$ cat config.mk
export PLATFORM = sky130hd
export DESIGN_NAME = i80_wr_engine
export DESIGN_NICKNAME = d
export VERILOG_FILES = /design/src/rtl/i80_wr_pkg.sv /design/src/rtl/i80_wr_regs.sv /design/src/rtl/i80_wr_seq.sv /design/src/rtl/i80_wr_engine.sv
export SDC_FILE = /design/constraint.sdc
export NUM_CORES = 1
export LEC_CHECK = 0
export ABC_AREA = 1
export BUFFER_PORTS_ARGS = -buffer_cell sky130_fd_sc_hd__buf_2
export CORE_MARGIN = 10
export CORE_UTILIZATION = 40
export DETAILED_ROUTE_END_ITERATION = 8
export GPL_TIMING_DRIVEN = 0
export PLACE_DENSITY = 0.58
export SETUP_SLACK_MARGIN = 0.05
export SLEW_MARGIN = 20
export SYNTH_ARGS = -nofsm -noshare
export SYNTH_HDL_FRONTEND = slang
export SYNTH_SLANG_ARGS = --single-unit
$ cat constraint.sdc
create_clock -name clk -period 5.7 [get_ports clk]
set_input_delay 1.71 -clock clk [delete_from_list [all_inputs] [get_ports clk]]
set_output_delay 1.71 -clock clk [all_outputs]
set_load 0.05 [all_outputs]
$ cat src/rtl/i80_wr_pkg.sv
package i80_wr_pkg;
  localparam int PH_W   = 4;
  localparam int REG_W  = 32;

  localparam logic [1:0] ADDR_TIMING = 2'd0;
  localparam logic [1:0] ADDR_TRIG   = 2'd1;
  localparam logic [1:0] ADDR_SIZE   = 2'd2;
  localparam logic [1:0] ADDR_STAT   = 2'd3;

  localparam int TM_CS_LSB = 16;
  localparam int TM_WS_LSB = 12;
  localparam int TM_WA_LSB = 8;
  localparam int TM_WH_LSB = 4;
  localparam int TM_EN_BIT = 0;

  localparam int TG_MODE_BIT  = 0;
  localparam int TG_CMD_BIT   = 1;
  localparam int TG_HWEN_BIT  = 3;
  localparam int TG_MASK_BIT  = 4;
  localparam int TG_PERTE_BIT = 31;

  localparam int SZ_H_LSB = 16;

  typedef enum logic [2:0] {
    ST_IDLE, ST_WAIT, ST_CSU, ST_WSU, ST_ACT, ST_HLD
  } seq_state_e;

  typedef struct packed {
    logic [PH_W-1:0] cs_setup;
    logic [PH_W-1:0] wr_setup;
    logic [PH_W-1:0] wr_active;
    logic [PH_W-1:0] wr_hold;
  } strobe_timing_t;
endpackage

$ cat src/rtl/i80_wr_regs.sv
module i80_wr_regs
  import i80_wr_pkg::*;
#(
  parameter int DIM_W = 8
) (
  input  logic                 clk,
  input  logic                 rst_n,
  input  logic                 reg_we,
  input  logic [1:0]           reg_addr,
  input  logic [REG_W-1:0]     reg_wdata,
  output logic [REG_W-1:0]     reg_rdata,
  input  logic                 te_i,
  input  logic                 seq_busy_i,
  input  logic                 seq_done_i,
  output strobe_timing_t       tim_o,
  output logic [DIM_W-1:0]     wlast_o,
  output logic [DIM_W-1:0]     hlast_o,
  output logic                 start_o,
  output logic                 irq_o
);
  localparam int PAD_W = 16 - DIM_W;

  logic [PH_W-1:0] cs_q, cs_d, ws_q, ws_d, wa_q, wa_d, wh_q, wh_d;
  logic [DIM_W-1:0] wl_q, wl_d, hl_q, hl_d;
  logic en_q, en_d, mode_q, mode_d, hwen_q, hwen_d;
  logic mask_q, mask_d, perte_q, perte_d, irq_q, irq_d, te_q;
  logic wr_tim, wr_trg, wr_size, wr_stat;
  logic sw_fire, hw_fire, te_rise;
  logic unused_wdata;

  assign unused_wdata = ^{reg_wdata[30:20], reg_wdata[2]};

  assign wr_tim  = reg_we && (reg_addr == ADDR_TIMING);
  assign wr_trg  = reg_we && (reg_addr == ADDR_TRIG);
  assign wr_size = reg_we && (reg_addr == ADDR_SIZE);
  assign wr_stat = reg_we && (reg_addr == ADDR_STAT);

  assign te_rise = te_i && !te_q;
  assign sw_fire = wr_trg && reg_wdata[TG_CMD_BIT] && reg_wdata[TG_MODE_BIT];
  assign hw_fire = te_rise && hwen_q && !mask_q && !mode_q;
  assign start_o = en_q && !seq_busy_i && (sw_fire || hw_fire);

  always_comb begin
    cs_d = cs_q; ws_d = ws_q; wa_d = wa_q; wh_d = wh_q; en_d = en_q;
    mode_d = mode_q; hwen_d = hwen_q; mask_d = mask_q; perte_d = perte_q;
    wl_d = wl_q; hl_d = hl_q;
    if (wr_tim) begin
      cs_d = reg_wdata[TM_CS_LSB +: PH_W];
      ws_d = reg_wdata[TM_WS_LSB +: PH_W];
      wa_d = reg_wdata[TM_WA_LSB +: PH_W];
      wh_d = reg_wdata[TM_WH_LSB +: PH_W];
      en_d = reg_wdata[TM_EN_BIT];
    end
    if (start_o && hw_fire && !perte_q) hwen_d = 1'b0;
    if (wr_trg) begin
      mode_d  = reg_wdata[TG_MODE_BIT];
      hwen_d  = reg_wdata[TG_HWEN_BIT];
      mask_d  = reg_wdata[TG_MASK_BIT];
      perte_d = reg_wdata[TG_PERTE_BIT];
    end
    if (wr_size) begin
      wl_d = reg_wdata[0 +: DIM_W];
      hl_d = reg_wdata[SZ_H_LSB +: DIM_W];
    end
    irq_d = (irq_q && !(wr_stat && reg_wdata[0])) || seq_done_i;
  end

  always_ff @(posedge clk or negedge rst_n) begin
    if (!rst_n) begin
      cs_q <= '0; ws_q <= '0; wa_q <= PH_W'(1); wh_q <= '0; en_q <= 1'b0;
      mode_q <= 1'b0; hwen_q <= 1'b0; mask_q <= 1'b0; perte_q <= 1'b0;
      wl_q <= '0; hl_q <= '0; irq_q <= 1'b0; te_q <= 1'b0;
    end else begin
      cs_q <= cs_d; ws_q <= ws_d; wa_q <= wa_d; wh_q <= wh_d; en_q <= en_d;
      mode_q <= mode_d; hwen_q <= hwen_d; mask_q <= mask_d; perte_q <= perte_d;
      wl_q <= wl_d; hl_q <= hl_d; irq_q <= irq_d; te_q <= te_i;
    end
  end

  always_comb begin
    reg_rdata = '0;
    case (reg_addr)
      ADDR_TIMING: begin
        reg_rdata[TM_CS_LSB +: PH_W] = cs_q;
        reg_rdata[TM_WS_LSB +: PH_W] = ws_q;
        reg_rdata[TM_WA_LSB +: PH_W] = wa_q;
        reg_rdata[TM_WH_LSB +: PH_W] = wh_q;
        reg_rdata[TM_EN_BIT]         = en_q;
      end
      ADDR_TRIG: begin
        reg_rdata[TG_MODE_BIT]  = mode_q;
        reg_rdata[TG_HWEN_BIT]  = hwen_q;
        reg_rdata[TG_MASK_BIT]  = mask_q;
        reg_rdata[TG_PERTE_BIT] = perte_q;
      end
      ADDR_SIZE: reg_rdata = {{PAD_W{1'b0}}, hl_q, {PAD_W{1'b0}}, wl_q};
      default:   reg_rdata[1:0] = {seq_busy_i, irq_q};
    endcase
  end

  assign tim_o   = '{cs_setup: cs_q, wr_setup: ws_q, wr_active: wa_q, wr_hold: wh_q};
  assign wlast_o = wl_q;
  assign hlast_o = hl_q;
  assign irq_o   = irq_q;
endmodule

$ cat src/rtl/i80_wr_seq.sv
module i80_wr_seq
  import i80_wr_pkg::*;
#(
  parameter int DATA_W = 16,
  parameter int DIM_W  = 8
) (
  input  logic              clk,
  input  logic              rst_n,
  input  logic              start_i,
  input  strobe_timing_t    tim_i,
  input  logic [DIM_W-1:0]  wlast_i,
  input  logic [DIM_W-1:0]  hlast_i,
  input  logic              pix_valid_i,
  input  logic [DATA_W-1:0] pix_data_i,
  output logic              pix_ready_o,
  output logic              cs_n_o,
  output logic              wr_n_o,
  output logic [DATA_W-1:0] db_o,
  output logic              busy_o,
  output logic              done_o
);
  seq_state_e st_q, st_d;
  logic [PH_W-1:0] cnt_q, cnt_d;
  logic [DIM_W-1:0] col_q, col_d, row_q, row_d;
  logic [DATA_W-1:0] db_q, db_d;
  logic word_end;

  always_comb begin
    st_d = st_q; cnt_d = cnt_q; col_d = col_q; row_d = row_q; db_d = db_q;
    word_end = 1'b0; done_o = 1'b0;
    case (st_q)
      ST_IDLE: if (start_i) begin
        st_d = ST_WAIT; col_d = '0; row_d = '0;
      end
      ST_WAIT: if (pix_valid_i) begin
        db_d = pix_data_i;
        if (tim_i.cs_setup != '0) begin
          st_d = ST_CSU; cnt_d = tim_i.cs_setup - 1'b1;
        end else if (tim_i.wr_setup != '0) begin
          st_d = ST_WSU; cnt_d = tim_i.wr_setup - 1'b1;
        end else begin
          st_d = ST_ACT; cnt_d = tim_i.wr_active;
        end
      end
      ST_CSU: if (cnt_q != '0) cnt_d = cnt_q - 1'b1;
        else if (tim_i.wr_setup != '0) begin
          st_d = ST_WSU; cnt_d = tim_i.wr_setup - 1'b1;
        end else begin
          st_d = ST_ACT; cnt_d = tim_i.wr_active;
        end
      ST_WSU: if (cnt_q != '0) cnt_d = cnt_q - 1'b1;
        else begin
          st_d = ST_ACT; cnt_d = tim_i.wr_active;
        end
      ST_ACT: if (cnt_q != '0) cnt_d = cnt_q - 1'b1;
        else if (tim_i.wr_hold != '0) begin
          st_d = ST_HLD; cnt_d = tim_i.wr_hold - 1'b1;
        end else word_end = 1'b1;
      ST_HLD: if (cnt_q != '0) cnt_d = cnt_q - 1'b1;
        else word_end = 1'b1;
      default: st_d = ST_IDLE;
    endcase
    if (word_end) begin
      st_d = ST_WAIT;
      if (col_q == wlast_i) begin
        col_d = '0;
        if (row_q == hlast_i) begin
          st_d = ST_IDLE; done_o = 1'b1;
        end else row_d = row_q + 1'b1;
      end else col_d = col_q + 1'b1;
    end
  end

  always_ff @(posedge clk or negedge rst_n) begin
    if (!rst_n) begin
      st_q <= ST_IDLE; cnt_q <= '0; col_q <= '0; row_q <= '0; db_q <= '0;
    end else begin
      st_q <= st_d; cnt_q <= cnt_d; col_q <= col_d; row_q <= row_d; db_q <= db_d;
    end
  end

  assign pix_ready_o = (st_q == ST_WAIT);
  assign cs_n_o      = (st_q == ST_IDLE) || (st_q == ST_WAIT);
  assign wr_n_o      = (st_q != ST_ACT);
  assign db_o        = db_q;
  assign busy_o      = (st_q != ST_IDLE);
endmodule

$ cat src/rtl/i80_wr_engine.sv
module i80_wr_engine
  import i80_wr_pkg::*;
#(
  parameter int DATA_W = 16,
  parameter int DIM_W  = 8
) (
  input  logic              clk,
  input  logic              rst_n,
  input  logic              reg_we,
  input  logic [1:0]        reg_addr,
  input  logic [31:0]       reg_wdata,
  output logic [31:0]       reg_rdata,
  input  logic              te_in,
  input  logic              pix_valid,
  input  logic [DATA_W-1:0] pix_data,
  output logic              pix_ready,
  output logic              lcd_cs_n,
  output logic              lcd_wr_n,
  output logic [DATA_W-1:0] lcd_db,
  output logic              busy,
  output logic              frame_irq
);
  strobe_timing_t   tim;
  logic [DIM_W-1:0] wlast, hlast;
  logic             start, done;

  i80_wr_regs #(.DIM_W(DIM_W)) u_regs (
    .clk, .rst_n, .reg_we, .reg_addr, .reg_wdata, .reg_rdata,
    .te_i(te_in), .seq_busy_i(busy), .seq_done_i(done),
    .tim_o(tim), .wlast_o(wlast), .hlast_o(hlast),
    .start_o(start), .irq_o(frame_irq)
  );

  i80_wr_seq #(.DATA_W(DATA_W), .DIM_W(DIM_W)) u_seq (
    .clk, .rst_n, .start_i(start), .tim_i(tim),
    .wlast_i(wlast), .hlast_i(hlast),
    .pix_valid_i(pix_valid), .pix_data_i(pix_data), .pix_ready_o(pix_ready),
    .cs_n_o(lcd_cs_n), .wr_n_o(lcd_wr_n), .db_o(lcd_db),
    .busy_o(busy), .done_o(done)
  );
endmodule

# After elaboration in Yosys (flattened, before gate mapping)
# Index checks and enable logic that the tools add are counted.
[word_totals] elab_cells=133 inputBits=55 regBits=78 output_inout_bits=53
[classes] addsub=6 muxes=47 reduce_logical=41 eq_ne=21
[op_table] operator="$mux W8" n=9
[op_table] operator="$mux W4" n=9
[op_table] operator="$mux W3" n=10
[op_table] operator="$pmux W15 S2" n=1
[op_table] operator="$pmux W4 S5" n=1
[op_table] operator="$pmux W3 S6" n=1
[op_table] operator="$add A8 B1 Y8 const B" n=2
[op_table] operator="$eq A8 B8 Y1" n=2
[op_table] operator="$logic_and A1 B1 Y1" n=16
[op_table] operator="$reduce_bool A4 Y1" n=4
[op_table] operator="$sub A4 B1 Y4 const B" n=4
[op_table] operator="$ne A3 B2 Y1 const B" n=5
[op_table] operator="$mux W1" n=11
[op_table] operator="$reduce_and A7 Y1" n=1
[op_table] operator="$eq A3 B2 Y1 const B" n=2
[op_table] operator="$eq A3 B3 Y1 const B" n=2
[op_table] operator="$logic_not A1 Y1" n=6
[op_table] operator="$ne A3 B1 Y1 const B" n=2
[op_table] operator="$pmux W1 S2" n=3
[op_table] operator="$pmux W1 S3" n=2
[op_table] operator="$reduce_bool A2 Y1" n=3
[op_table] operator="$reduce_bool A5 Y1" n=1
[op_table] operator="$eq A2 B2 Y1 const B" n=2
[op_table] operator="$ne A2 B1 Y1 const B" n=2
[op_table] operator="11 further kinds" n=14

# Depth between registers and ports, before layout
[logic_depth] ltp_word=12 ltp_mapped=12 ltp_nobuf=12

# Hierarchy
# A second synthesis with hierarchy kept.
[unflattened] hier_cells=619 area_unflattened_um2=4749.6
[by_module_without_submodules] module="i80_wr_seq" area_per_inst_um2=2788.9 instances=1 cells_each=384 seq_area_each_um2=975.9
[by_module_without_submodules] module="i80_wr_regs" area_per_inst_um2=1960.6 instances=1 cells_each=235 seq_area_each_um2=977.2

# Worst setup path before layout
# Ideal clock, no wire load.
[synth_timing] path_kind="input to output" startpoint="input port reg_addr[0]" endpoint="output port reg_rdata[0]" n_path_buf=1 path_stages=7 setup_slack_ns=0.492 required_ns=3.990 arrival_ns=3.498 path_cell_list="inv_1 -> ha_1 -> buf_2 -> inv_1 -> o22ai_1 -> a21oi_1 -> o21ai_0"
[synth_between] elab_chain_len=2 word_cells_on_any_way=4 classes_between="2 x eq/ne; 1 x mux; 1 x reduce/logical"
[synth_rtl] item="start: declaration" line="i80_wr_engine.sv:10" source="input logic [1:0] reg_addr,"
[synth_rtl] item="$eq A2 B2 Y1, or another cell as far along" line="i80_wr_regs.sv:82" source="case (reg_addr)"
[synth_rtl] item="$pmux W1 S3 *" line="i80_wr_regs.sv:82"
[synth_rtl] item="end: declaration" line="i80_wr_engine.sv:12" source="output logic [31:0] reg_rdata,"
# Mark *: on every way between the ends. The rest lies on a longest branch, timed or not.

# Worst setup path after layout
[layout_timing] startpoint="input port reg_addr[0]" endpoint="output port reg_rdata[18]"
[layout_between] elab_chain_len=2 word_cells_on_any_way=3 classes_between="1 x eq/ne; 1 x mux; 1 x reduce/logical"
[layout_rtl] item="$eq A2 B2 Y1 or $logic_not A2 Y1 (tied branches)" line="i80_wr_regs.sv:82"
[layout_rtl] item="$pmux W15 S2 *" line="i80_wr_regs.sv:82"
# Marks and branches as above.

==> summary.md <==
| Metric | Value |
|---|---|
| Post-synth EDFFs | 0 |
| Post-Synthesis Cells | 663 |
| Pwr Total | 2.61 mW |
| Synthesis-to-finish area growth | 20.6% |
| Reg2reg start | u_regs.wh_q[0] |
| GRT Total Usage | 0.165 |
| Count of cell types in the netlist | 35 |
| Worst hold path stage count | 2 |
| Synth top area share | 0.407 |
| Post-CTS setup buffer count | 0 |
| Routability cong. | 0.885 |
| Post-place setup slack | 476 ps |
| R2R setup slack | 3740 ps |
| Final period utilization | 0.908 |
| Pins Over Slew Limit | 0 |
| Layout fillers | 1200 |
| Worst hold path type | reg -> reg |
| Initial antenna violation count | 0 |
| Run status | complete, no violations |
| Final setup fails | 0 |
| Via density | 4.80 |
| Critical path required time | 3990 ps |
| RSZ-0062 raised after global routing | no |
| Routed Antenna Nets | 0 |
| Final setup margin | 523 ps |
| Post-synth ARST share | 1.00 |
| I/O pin count | 108 |
| Detailed placer's ending HPWL | 10600 um |
| Pwr/cell area | 457 nW/um^2 |
| Worst rel slew slack | 0.606 |
| Setup Crit Path Kind | in -> out |
| Die height | 129 um |
| Fmax | 193 MHz |
| Via count | 4428 |
| Share of layout cells above drive strength 1 | 0.194 |
| Mean Syn Cell Area | 7.14 um^2 |
| CTS clk-pin slew, worst paths | 60 ps |
| Measured slew at the worst slew-check pin | 591 ps |
| Residual DRC | 0 |
| Synth area leaders | dfrtp_1 41%, nand2_1 18%, inv_1 8.8% |
| Setup crit end kind | primary output |
| Worst vdd ir | 0.292 mV |
| # resized after CTS | 0 |
| RR Endpoint | u_seq.row_q[3] |
| Htree depth | 3 |
| Final hold violation count | 0 |
| Setup TNS | 0 ps |
| Number of clock buffers inserted by TritonCTS | 9 |
| Clk sinks | 78 |
| Non-Filler Instances | 922 |
| N_diodes | 0 |
| Wirelength per Cell | 14.4 um |
| Most frequent cells in the layout | 223 x nand2_1, 111 x inv_1, 95 x buf_2 |
| Hold_sp | u_seq.db_o[13] |
| #FFs+latches synth | 78 |
| Global-route wire length before repair | 22300 um |
| Most common cell after layout, fill and taps aside | nand2_1 |
| Min-Delay Endpoint | u_seq.db_o[13] |
| Startpoint Class | input port |
| Hold buffer count at cts | 0 |
| Core Area | 11500 um^2 |
| Post-route minimum period | 5180 ps |
| Worst Reg-to-Reg Cells | 9 |
| Synth area leader | dfrtp_1 |
| Critical Path Max Stage Delay | 420 ps |
| Clk Latency, worst-skew pair | 340 ps |
| Die Width | 129 um |
| Fin nets | 845 |
| Initial core utilization | 0.411 |
| Critical Path Fanout Max | 10 |
| Synth Flop Type | dfrtp_1 |
| Maximum buffer depth of the clock tree | 2 |
| Clock Skew | 5.84 ps |
| Cell Chain, Critical Path | buf_2 -> inv_1 -> ha_1 -> clkbuf_1 -> inv_1 -> o21ai_0 -> buf_2 |
| Vias in the first global route | 4563 |
| Root buffer cell | clkbuf_16 |
| Largest net degree at the start of global routing | 50 |
| Inst Count DP | 906 |
| Critical Path AT | 3470 ps |
| Post-synthesis sequential area ratio | 0.412 |
| Yosys warning total | 0 |
| Grt ovf | 0 |
| Initial drt markers | 326 |
| Leakage | 3.28 nW |
| Full die area | 16600 um^2 |
| Initial DRT Pass Iterations | 5 |
| WL final | 13300 um |
| Syn Std Cell Area | 4740 um^2 |
| Row count | 39 |
| IO Port Bufs | 93 |
| Max-Cap Viols | 0 |
| CTS tree | yes |
| Slowest cell on crit path | clkbuf_1 |
power by group:
| part | leakage (nW) | switching, mW | internal [mW] |
|---|---|---|---|
| clock | 0.124 | 0.243 | 0.306 |
| sequential | 0.938 | 0.136 | 0.715 |
| combinational | 2.21 | 0.851 | 0.360 |
| total | 3.28 | 1.23 | 1.38 |
worst max-delay path, delay by kind of cell:
family / cells / cell delay, ps
buffers and inverters: 5 / 1240
AO/OA/AOI/OAI: 1 / 350
adder cells (fa/ha/maj): 1 / 170
stage by stage:
step           area, um^2  utilization  hold slack [ps]
2_1_floorplan        4760            -              453
3_3_place_gp         5400        0.469              451
3_5_place_dp         5430        0.472              453
4_1_cts              5710        0.496              469
5_1_grt              5710        0.496              485
6_report             5710        0.496              464
area by class of cell:
cell class / instances / area, um^2 / share of cell area
Multi-Input combinational cell: 457 / 2270 / 0.398
Tap cell: 143 / 179 / 0.0313
Sequential cell: 78 / 1950 / 0.342
Timing Repair Buffer: 94 / 495 / 0.0867
Buffer: 17 / 93.8 / 0.0164
Clock buffer: 11 / 243 / 0.0425
Clock inverter: 5 / 35.0 / 0.00613
Inverter: 117 / 439 / 0.0769
metal layers:
metal,share of wire,GRT usage
met1,0.48,0.214
met2,0.45,0.264
met3,0.065,0.0444
met4,0.010,0.0502
met5,0,0
cell usage after synthesis (2+ instances only):
master and n:
ha_1 16, mux2_2 3, inv_1 111, nor3_1 3
nand2_1 223, nor2_4 5, nand2_2 8, nor2_2 3
nand3_4 2, a21boi_1 3, inv_2 6, buf_2 3
nor2_1 45, buf_4 7, xor2_1 10, dfrtp_1 77
a21oi_1 20, o22ai_1 14, nand3_1 21, xnor2_1 4
o21ai_0 45, clkbuf_1 7, o21ai_1 6, nand4_1 10
logic make-up (layout without fill, tap and decap cells):
logic type / count (synthesis) / count (layout) / share of synthesized area
buffers and inverters: 134 / 244 / 0.113
and+or+nand+nor: 324 / 324 / 0.291
other: 1 / 7 / 0.000792
AOI/OAI and AO/OA: 93 / 93 / 0.108
adders and majority gates: 16 / 16 / 0.0423
DFF: 78 / 78 / 0.412
xor gates and xnor gates: 14 / 14 / 0.0259
muxes: 3 / 3 / 0.00713
sequential cells by signal, summed over array words and instances, names as in the netlist, 4 cells and up:
register / count
u_seq.db_o: 16
u_regs.hlast_o: 8
u_regs.wlast_o: 8
u_seq.col_q: 8
u_seq.row_q: 8
u_regs.cs_q: 4
u_regs.wa_q: 4
u_regs.wh_q: 4
u_regs.ws_q: 4
u_seq.cnt_q: 4
how the worst max path moves through the flow:
stage / start / cells after the start / slack [ps] / end
2_1_floorplan: reg_addr[0] / 7 / 490 / reg_rdata[0]
3_3_place_gp: reg_addr[0] / 7 / 510 / reg_rdata[19]
3_5_place_dp: reg_addr[0] / 7 / 480 / reg_rdata[19]
4_1_cts: reg_addr[0] / 7 / 480 / reg_rdata[19]
5_1_grt: reg_addr[0] / 9 / 320 / reg_rdata[4]
6_report: reg_addr[0] / 7 / 520 / reg_rdata[18]
No activity file was read; power rests on OpenSTA's default activity.
